$ cat src/rtl/ni_rx_pkg.sv
package ni_rx_pkg;
  typedef enum logic {
    CLS_REQ = 1'b0,
    CLS_REP = 1'b1
  } pkt_class_e;
endpackage

$ cat src/rtl/ni_rx_fifo.sv
// Synchronous FIFO with registered full/empty flags; storage array has no
// reset so it can map onto RAM resources.
module ni_rx_fifo #(
  parameter int DEPTH = 14,
  parameter int WIDTH = 19
) (
  input  logic             clk,
  input  logic             rst,
  input  logic             push_i,
  input  logic [WIDTH-1:0] wdata_i,
  input  logic             pop_i,
  output logic [WIDTH-1:0] rdata_o,
  output logic             empty_o,
  output logic             full_o
);
  localparam int AW = (DEPTH > 1) ? $clog2(DEPTH) : 1;
  localparam int CW = $clog2(DEPTH + 1);
  localparam logic [AW-1:0] LAST = AW'(DEPTH - 1);
  localparam logic [CW-1:0] CAP  = CW'(DEPTH);

  logic [WIDTH-1:0] mem [DEPTH];
  logic [AW-1:0]    wr_ptr, rd_ptr;
  logic [CW-1:0]    cnt, cnt_nx;
  logic             full_q, empty_q;
  logic             do_push, do_pop;

  // Admission uses the flags registered at the start of the cycle.
  assign do_push = push_i & ~full_q;
  assign do_pop  = pop_i & ~empty_q;

  always_ff @(posedge clk) begin
    if (do_push) mem[wr_ptr] <= wdata_i;
  end

  always_comb begin
    cnt_nx = cnt;
    case ({do_push, do_pop})
      2'b10:   cnt_nx = cnt + 1'b1;
      2'b01:   cnt_nx = cnt - 1'b1;
      default: cnt_nx = cnt;
    endcase
  end

  always_ff @(posedge clk) begin
    if (rst) begin
      wr_ptr  <= '0;
      rd_ptr  <= '0;
      cnt     <= '0;
      full_q  <= 1'b0;
      empty_q <= 1'b1;
    end else begin
      if (do_push) wr_ptr <= (wr_ptr == LAST) ? '0 : wr_ptr + 1'b1;
      if (do_pop)  rd_ptr <= (rd_ptr == LAST) ? '0 : rd_ptr + 1'b1;
      cnt     <= cnt_nx;
      full_q  <= (cnt_nx == CAP);
      empty_q <= (cnt_nx == '0);
    end
  end

  assign rdata_o = mem[rd_ptr];
  assign empty_o = empty_q;
  assign full_o  = full_q;

  // a full pool stays full until something is popped.
  a_r1_no_overflow: assert property (@(posedge clk) disable iff (rst)
    (full_q && !pop_i) |=> full_q);
  // popping an empty pool with no push leaves it empty.
  a_r9_empty_pop: assert property (@(posedge clk) disable iff (rst)
    (empty_q && pop_i && !push_i) |=> empty_q);
  // flags are never both set.
  a_r9_flags_excl: assert property (@(posedge clk) disable iff (rst)
    !(full_q && empty_q));
endmodule

$ cat src/rtl/ni_rx_admit.sv
// Class steering and admission decision for one arriving packet.
module ni_rx_admit
  import ni_rx_pkg::*;
(
  input  logic in_valid_i,
  input  logic in_cls_i,
  input  logic req_full_i,
  input  logic rep_full_i,
  output logic in_ready_o,
  output logic req_push_o,
  output logic rep_push_o,
  output logic refuse_o
);
  pkt_class_e cls;
  assign cls = pkt_class_e'(in_cls_i);

  always_comb begin
    in_ready_o = 1'b1;
    req_push_o = 1'b0;
    rep_push_o = 1'b0;
    refuse_o   = 1'b0;
    if (cls == CLS_REP) begin
      in_ready_o = ~rep_full_i;
      rep_push_o = in_valid_i & ~rep_full_i;
    end else begin
      req_push_o = in_valid_i & ~req_full_i;
      refuse_o   = in_valid_i & req_full_i;
    end
  end
endmodule

$ cat src/rtl/ni_rx_nack.sv
// One-cycle refusal pulse carrying the sender id.
module ni_rx_nack #(
  parameter int SRC_W = 3
) (
  input  logic             clk,
  input  logic             rst,
  input  logic             refuse_i,
  input  logic [SRC_W-1:0] src_i,
  output logic             nack_valid_o,
  output logic [SRC_W-1:0] nack_src_o
);
  always_ff @(posedge clk) begin
    if (rst) begin
      nack_valid_o <= 1'b0;
      nack_src_o   <= '0;
    end else begin
      nack_valid_o <= refuse_i;
      if (refuse_i) nack_src_o <= src_i;
    end
  end

  a_r3_nack_follows: assert property (@(posedge clk) disable iff (rst)
    refuse_i |=> (nack_valid_o && nack_src_o == $past(src_i)));
  a_r8_no_spurious: assert property (@(posedge clk) disable iff (rst)
    !refuse_i |=> !nack_valid_o);
endmodule

$ cat src/rtl/ni_rx_class_buffer.sv
module ni_rx_class_buffer #(
  parameter int K      = 2,
  parameter int P      = 8,
  parameter int DATA_W = 16,
  parameter int SRC_W  = (P > 1) ? $clog2(P) : 1
) (
  input  logic              clk,
  input  logic              rst,
  input  logic              in_valid,
  input  logic              in_cls,
  input  logic [SRC_W-1:0]  in_src,
  input  logic [DATA_W-1:0] in_data,
  output logic              in_ready,
  output logic              req_valid,
  output logic [SRC_W-1:0]  req_src,
  output logic [DATA_W-1:0] req_data,
  input  logic              req_pop,
  output logic              rep_valid,
  output logic [SRC_W-1:0]  rep_src,
  output logic [DATA_W-1:0] rep_data,
  input  logic              rep_pop,
  output logic              nack_valid,
  output logic [SRC_W-1:0]  nack_src
);
  localparam int REQ_DEPTH = K * (P - 1);
  localparam int REP_DEPTH = K;
  localparam int WORD_W    = SRC_W + DATA_W;

  logic req_full, req_empty, rep_full, rep_empty;
  logic req_push, rep_push, refuse;
  logic [WORD_W-1:0] word_in, req_word, rep_word;

  assign word_in = {in_src, in_data};

  ni_rx_admit u_admit (
    .in_valid_i (in_valid),
    .in_cls_i   (in_cls),
    .req_full_i (req_full),
    .rep_full_i (rep_full),
    .in_ready_o (in_ready),
    .req_push_o (req_push),
    .rep_push_o (rep_push),
    .refuse_o   (refuse)
  );

  ni_rx_fifo #(.DEPTH(REQ_DEPTH), .WIDTH(WORD_W)) u_req_pool (
    .clk     (clk),
    .rst     (rst),
    .push_i  (req_push),
    .wdata_i (word_in),
    .pop_i   (req_pop),
    .rdata_o (req_word),
    .empty_o (req_empty),
    .full_o  (req_full)
  );

  ni_rx_fifo #(.DEPTH(REP_DEPTH), .WIDTH(WORD_W)) u_rep_pool (
    .clk     (clk),
    .rst     (rst),
    .push_i  (rep_push),
    .wdata_i (word_in),
    .pop_i   (rep_pop),
    .rdata_o (rep_word),
    .empty_o (rep_empty),
    .full_o  (rep_full)
  );

  ni_rx_nack #(.SRC_W(SRC_W)) u_nack (
    .clk          (clk),
    .rst          (rst),
    .refuse_i     (refuse),
    .src_i        (in_src),
    .nack_valid_o (nack_valid),
    .nack_src_o   (nack_src)
  );

  assign req_valid = ~req_empty;
  assign rep_valid = ~rep_empty;
  assign {req_src, req_data} = req_word;
  assign {rep_src, rep_data} = rep_word;

  // an accepted reply is visible on the reply port next cycle.
  a_r5_reply_taken: assert property (@(posedge clk) disable iff (rst)
    (in_valid && in_cls && in_ready) |=> rep_valid);
  // a refused request leaves a non-popped full pool full.
  a_r6_refused_not_stored: assert property (@(posedge clk) disable iff (rst)
    (in_valid && !in_cls && req_full && !req_pop) |=> req_full);
  // nothing is visible in the cycle after reset.
  a_r7_reset_clear: assert property (@(posedge clk)
    rst |=> (!req_valid && !rep_valid && !nack_valid));
endmodule

$ cat config.mk
export PLATFORM = sky130hd
export DESIGN_NAME = ni_rx_class_buffer
export DESIGN_NICKNAME = d
export VERILOG_FILES = /design/src/rtl/ni_rx_pkg.sv /design/src/rtl/ni_rx_fifo.sv /design/src/rtl/ni_rx_admit.sv /design/src/rtl/ni_rx_nack.sv /design/src/rtl/ni_rx_class_buffer.sv
export SDC_FILE = /design/constraint.sdc
export NUM_CORES = 1
export LEC_CHECK = 0
export BUFFER_PORTS_ARGS = -buffer_cell sky130_fd_sc_hd__buf_2
export CORE_ASPECT_RATIO = 1.5
export CORE_MARGIN = 2
export CORE_UTILIZATION = 60
export DETAILED_ROUTE_END_ITERATION = 16
export PLACE_DENSITY = 0.79
export SYNTH_ARGS = -nofsm -noshare
export SYNTH_HDL_FRONTEND = slang
export SYNTH_SLANG_ARGS = --single-unit
$ cat constraint.sdc
create_clock -name clk -period 8.5 [get_ports clk]
set_clock_uncertainty 0.2 [all_clocks]
set_input_delay 1.275 -clock clk [delete_from_list [all_inputs] [get_ports clk]]
set_output_delay 1.275 -clock clk [all_outputs]
set_load 0.005 [all_outputs]
# Yosys cells after proc, flatten, opt, wreduce, memory -nomap -nowiden
# Memories as Yosys holds them, arrays and structs flattened. A register that Yosys moved wholly into a read port is not among the register bits.
# Cells that the tools add are included.
# totals
latchBits	0
romBits	0
inputBits	25
n_memories	2
ff_bits	24
mem_bits_rw	304
out_inout_bits	45
# memory_table
memory	words	width	rd	rd_ports_with_merged_regs	wr	line_no	rtl
u_req_pool.mem	14	19	1	1	1	ni_rx_fifo.sv:21	logic [WIDTH-1:0] mem [DEPTH];
u_rep_pool.mem	2	19	1	1	1	ni_rx_fifo.sv:21	
# op_classes
shift	0
n_eq_ne	8
order_cmp	0
addsub	8
n_mul	0
mux	18
n_reduce_logical	2
n_bitwise	11
div	0
# op_table
cell	n
$mux 4	4
$add 4x1->4 const B	3
$eq 4x4->1 const B	3
$mux 1	12
$pmux 4 s2	1
$and 1x1->1	7
$eq 2x2->1 const B	3
$eq 2x1->1 const B	2
$logic_not 4->1	1
$not 1->1	4
$pmux 2 s2	1
$sub 4x1->4 const B	1
$add 1x1->1 const B	2
$add 2x1->2 const B	1
$logic_not 2->1	1
$sub 2x1->2 const B	1

# Longest topological paths before layout
# logic_depth
word_depth	7
mapped_depth	9
depth_no_buf	8

# Modules after synthesis
# Synthesis repeated with hierarchy kept, for this count alone.
# hier_totals
hier_cells	598
hier_area_um2	12783.5
# by_module_without_submodules
mod	instances	cells_per_inst	area_each_um2	seq_area_each_um2
ni_rx_fifo at u_req_pool	1	491	10964.3	8348.0
ni_rx_fifo at u_rep_pool	1	90	1654.1	1281.2
ni_rx_nack	1	11	127.6	80.1
ni_rx_admit	1	4	30.0	0.0
ni_rx_class_buffer	1	2	7.5	0.0

# Least setup slack after synthesis
# Ideal clock, no wire load.
# synth_timing
kind	input -> register
from	input in_cls
to	memory u_req_pool.mem[0][0] (enable)
required_ps	7881
stages	4
setup_slack_ps	4294
arrival_time_ps	3587
setup_ps	419
path_cell_list	or3b_2 clkbuf_1 or3_1 nor3_1
# synth_between
elab_chain_cells	4
# synth_lines
element	line_no	rtl
from (decl)	ni_rx_class_buffer.sv:10	input logic in_cls,
$mux 1	ni_rx_admit.sv:22	if (cls == CLS_REP) begin
$and 1x1->1	ni_rx_fifo.sv:28	assign do_push = push_i & ~full_q;
$mux 1	ni_rx_fifo.sv:32	if (do_push) mem[wr_ptr] <= wdata_i;
$mux 1 (not written as such)	ni_rx_fifo.sv:32	
to (decl)	ni_rx_fifo.sv:21	
# Every way passes these cells.

==> qor.yml <==
run_status:
  run_status: "complete, no violations"
yosys:
  synth_xor_area_share_pct: 0.550
  synth_top_area_share_pct: 71.7
  netlist_area_um2: 12700
  synth_flop_cell: "edfxtp_1"
  synth_edf_count: 304
  synth_top_family_by_area: "multiplexers"
  syn-num-nets: 611
  synthSimpleGateAreaFrac_pct: 2.45
  ys_seq_elements: 333
  synth_compound_area_share_pct: 1.23
  synth_mux_area_share_pct: 17.6
  synthTopCellsByArea: "edfxtp_1, mux4_2, dfxtp_1"
  synth_largest_area_cell: "edfxtp_1"
  synth_cell_type_count: 42
  synth.avg_cell_area_um2: 21.9
  async_reset_ff_share_pct: 0
  yosys.area_share.adder_pct: 0.393
  synth_warnings: 0
  synthCells: 582
  ys_seq_area_share_pct: 76.3
clocking:
  htree_levels: 1
  cts_setup_buffers: 0
  clk_latency_ps: 540
  cts_tree: "built"
  cts_buffers: 28
  numClockSinks: 333
  clkTransAtPathRegs_ps: 60
  hold_buffers: 0
  cts_resized: 0
  clock-root-buffer: "clkbuf_16"
  clockBufferDepth: 3
drt:
  drt-pass1-iter-count: 5
  drtIter0Drc: 554
  drt.antenna.violating_nets: 0
  drcViolationCount: 0
  drt-total-wl_mm: 24.8
  vias_per_cell: 6.21
  wire_per_inst_um: 25.8
  num_vias: 5960
timing:
  fin_setup_tns_ps: 0
  tightestPinTransition_ps: 1170
  drv_slew: 0
  hold_viol_final: 0
  period_minus_slack_ps: 4800
  rsz0062_at_grt: "no"
  period_share_pct: 56.4
  maxSlewHeadroom_pct: 21.7
  setup_viol: 0
  fmax_mhz: 208
power:
  clkPwrFrac_pct: 36.9
  switching_share_pct: 21.1
  leakagePower_nw: 4.67
  peakVddDrop_mv: 0.180
  p_seq_share_pct: 53.9
  intPower_mw: 2.72
  combPwrFrac_pct: 9.2
  p_sw_uw: 728
  power_density_nw_per_um2: 240
finish:
  antenna_cells: 0
  areaGrowthSynthToFinish_pct: 12.9
  fin_nets: 699
  nFillCells: 1258
  utilization_pct: 68.8
  stdcell_area_um2: 14400
  drive_gt1_share_pct: 36.8
floorplanning:
  die_height_um: 182
  start_util_pct: 60.9
  die-width_um: 123
  core_um2: 20900
  row_count: 65
  num_io_pins: 70
  dieArea_um2: 22400
placed_design:
  port_buffers: 69
  dpl_cell_area_um2: 13400
  dp_hpwl_mm: 13.9
  gp_congestion: 0.799
critical_path:
  crit_family: "multiplexers"
  crit_chain: "buf_4, mux4_1, mux4_2, buf_2"
  path_class: "reg -> out"
  cp-start-kind: "register"
  cp.arrival_ps: 3320
  reg2reg_from: "u_req_pool.full_o"
  crit_end: "req_data[13]"
  critical_path_depth: 4
  rr_worst_depth: 6
  cp_max_fo: 46
  required_ps: 7030
  worst_path_max_delay_cell: "buf_4"
  r2r_end: "u_req_pool.full_o"
  path_buf_inv: 2
  cpPeakStageDelay_ps: 730
  regToRegSetupSlack_ps: 5680
  cp-end-kind: "output pin"
global_routing:
  antenna_found_initial: 0
  grt-ovfl-total: 0
  grt_max_degree: 58
  grt_usage_pct: 22.9
  grt_pass1_vias: 6106
  grt_pass1_wl_mm: 36.9
run:
  drv_cap: 0
hold_path:
  hp-class: "reg -> reg"
[worst min-delay path, delay by kind of cell (launching register included)]
kind,cells,cell delay [ps]
flops,1,330
simple gates,1,80
mux,1,70
[state kept, by name, indices dropped and copies added (netlist names), named ones only]
signal	flops
u_req_pool.full_o	1
u_req_pool.rd_ptr	4
u_req_pool.mem	266
u_req_pool.wr_ptr	4
u_rep_pool.cnt	2
u_req_pool.cnt	4
u_rep_pool.wr_ptr	1
u_rep_pool.full_o	1
u_req_pool.empty_o	1
u_nack.nack_src_o	3
u_rep_pool.rd_ptr	1
u_rep_pool.empty_o	1
u_rep_pool.mem	38
u_nack.nack_valid_o	1
[placed cells by master, fill, tap and decap left out, types with 2 or more instances in the layout]
| cell type | count |
|---|---|
| a21oi_1 | 7 |
| dfxtp_1 | 27 |
| xnor2_1 | 4 |
| a311oi_1 | 2 |
| buf_2 | 69 |
| ha_1 | 4 |
| bufinv_16 | 2 |
| nand3b_1 | 4 |
| a31oi_1 | 2 |
| nor2_1 | 17 |
| nand2b_1 | 4 |
| xor2_1 | 4 |
| nor3_1 | 2 |
| mux2i_1 | 7 |
| o21ai_0 | 2 |
| buf_4 | 17 |
| edfxtp_1 | 304 |
| clkbuf_8 | 5 |
| nor2_4 | 4 |
| mux4_1 | 8 |
| mux4_2 | 68 |
| inv_1 | 9 |
| mux2_2 | 38 |
| clkbuf_16 | 29 |
| clkinv_2 | 6 |
| clkinv_1 | 4 |
| nor2b_1 | 5 |
| nor2_2 | 8 |
| nor3_2 | 4 |
| nand2_1 | 5 |
| or3_1 | 2 |
[worst min path at each step]
| stage | cells past startpoint | from | end | slack, ps |
|---|---|---|---|---|
| 6_report | 2 | u_nack.nack_src_o[2] | u_nack.nack_src_o[2] | 310 |
| 5_1_grt | 2 | u_rep_pool.rd_ptr | u_rep_pool.rd_ptr | 350 |
| 4_1_cts | 2 | u_rep_pool.rd_ptr | register | 310 |
| 3_5_place_dp | 2 | u_nack.nack_src_o[2] | u_nack.nack_src_o[2] | 290 |
| 3_3_place_gp | 2 | u_nack.nack_src_o[0] | u_nack.nack_src_o[0] | 270 |
| 2_1_floorplan | 2 | u_rep_pool.cnt[1] | u_rep_pool.cnt[1] | 270 |
[power by group through the flow]
stage                     Clock (mW)  Sequential, mW  Combinational, mW
final                           1.27            1.86              0.316
after global routing            1.35            1.86              0.343
after CTS                       1.29            1.86              0.321
after detailed placement           0            1.89              0.319
after global placement             0            1.89              0.306
after floorplan                    0            1.87              0.245
[per-stage QoR]
| stage | setup slack, ps | power, mW | std cells | hold slack (ps) |
|---|---|---|---|---|
| after floorplan | 4290 | 2.11 | 582 | 267 |
| final | 3700 | 3.44 | 960 | 308 |
| after global routing | 3460 | 3.55 | 960 | 351 |
| after detailed placement | 4170 | 2.21 | 908 | 293 |
| after CTS | 3610 | 3.47 | 960 | 314 |
| after global placement | 4220 | 2.20 | 908 | 269 |
[layer usage]
metal  GRT usage (%)  vias up  share of wire (%)
met5               0        -                  0
met4            6.53        0                2.8
met3            3.06       53                5.1
met2            40.0      209                 54
met1            30.3     3121                 38
li1                -     2577                  -
[cell families after synthesis]
| kind of cell | count (synthesis) |
|---|---|
| fa+ha+maj | 4 |
| simple gates | 62 |
| buf+inv | 33 |
| mux | 121 |
| xor+xnor | 8 |
| flops | 333 |
| compound gates | 21 |
[Yosys cell counts (2+ instances only)]
library cell	instances
nor2_1	29
buf_2	9
a311oi_1	2
nor2b_1	5
or3_1	2
nand2_1	5
clkbuf_1	12
mux2i_1	7
mux4_2	68
ha_1	4
mux2_2	38
a31oi_1	2
nand2b_1	4
xnor2_1	4
inv_1	5
dfxtp_1	29
mux4_1	8
xor2_1	4
buf_1	2
o21ai_0	2
buf_6	2
edfxtp_1	304
buf_12	2
nor3_1	6
nand3b_1	4
a21oi_1	7
[area by class of cell]
type | count | area (um2) | share of cell area, %
multi-input combinational | 216 | 2900 | 20.2
clock inverter | 17 | 136 | 0.949
inverter | 5 | 18.8 | 0.131
tap | 268 | 335 | 2.33
timing repair buffer | 86 | 473 | 3.29
sequential | 333 | 9710 | 67.6
clock buffer | 35 | 798 | 5.55
(Power assumes the default switching activity.)
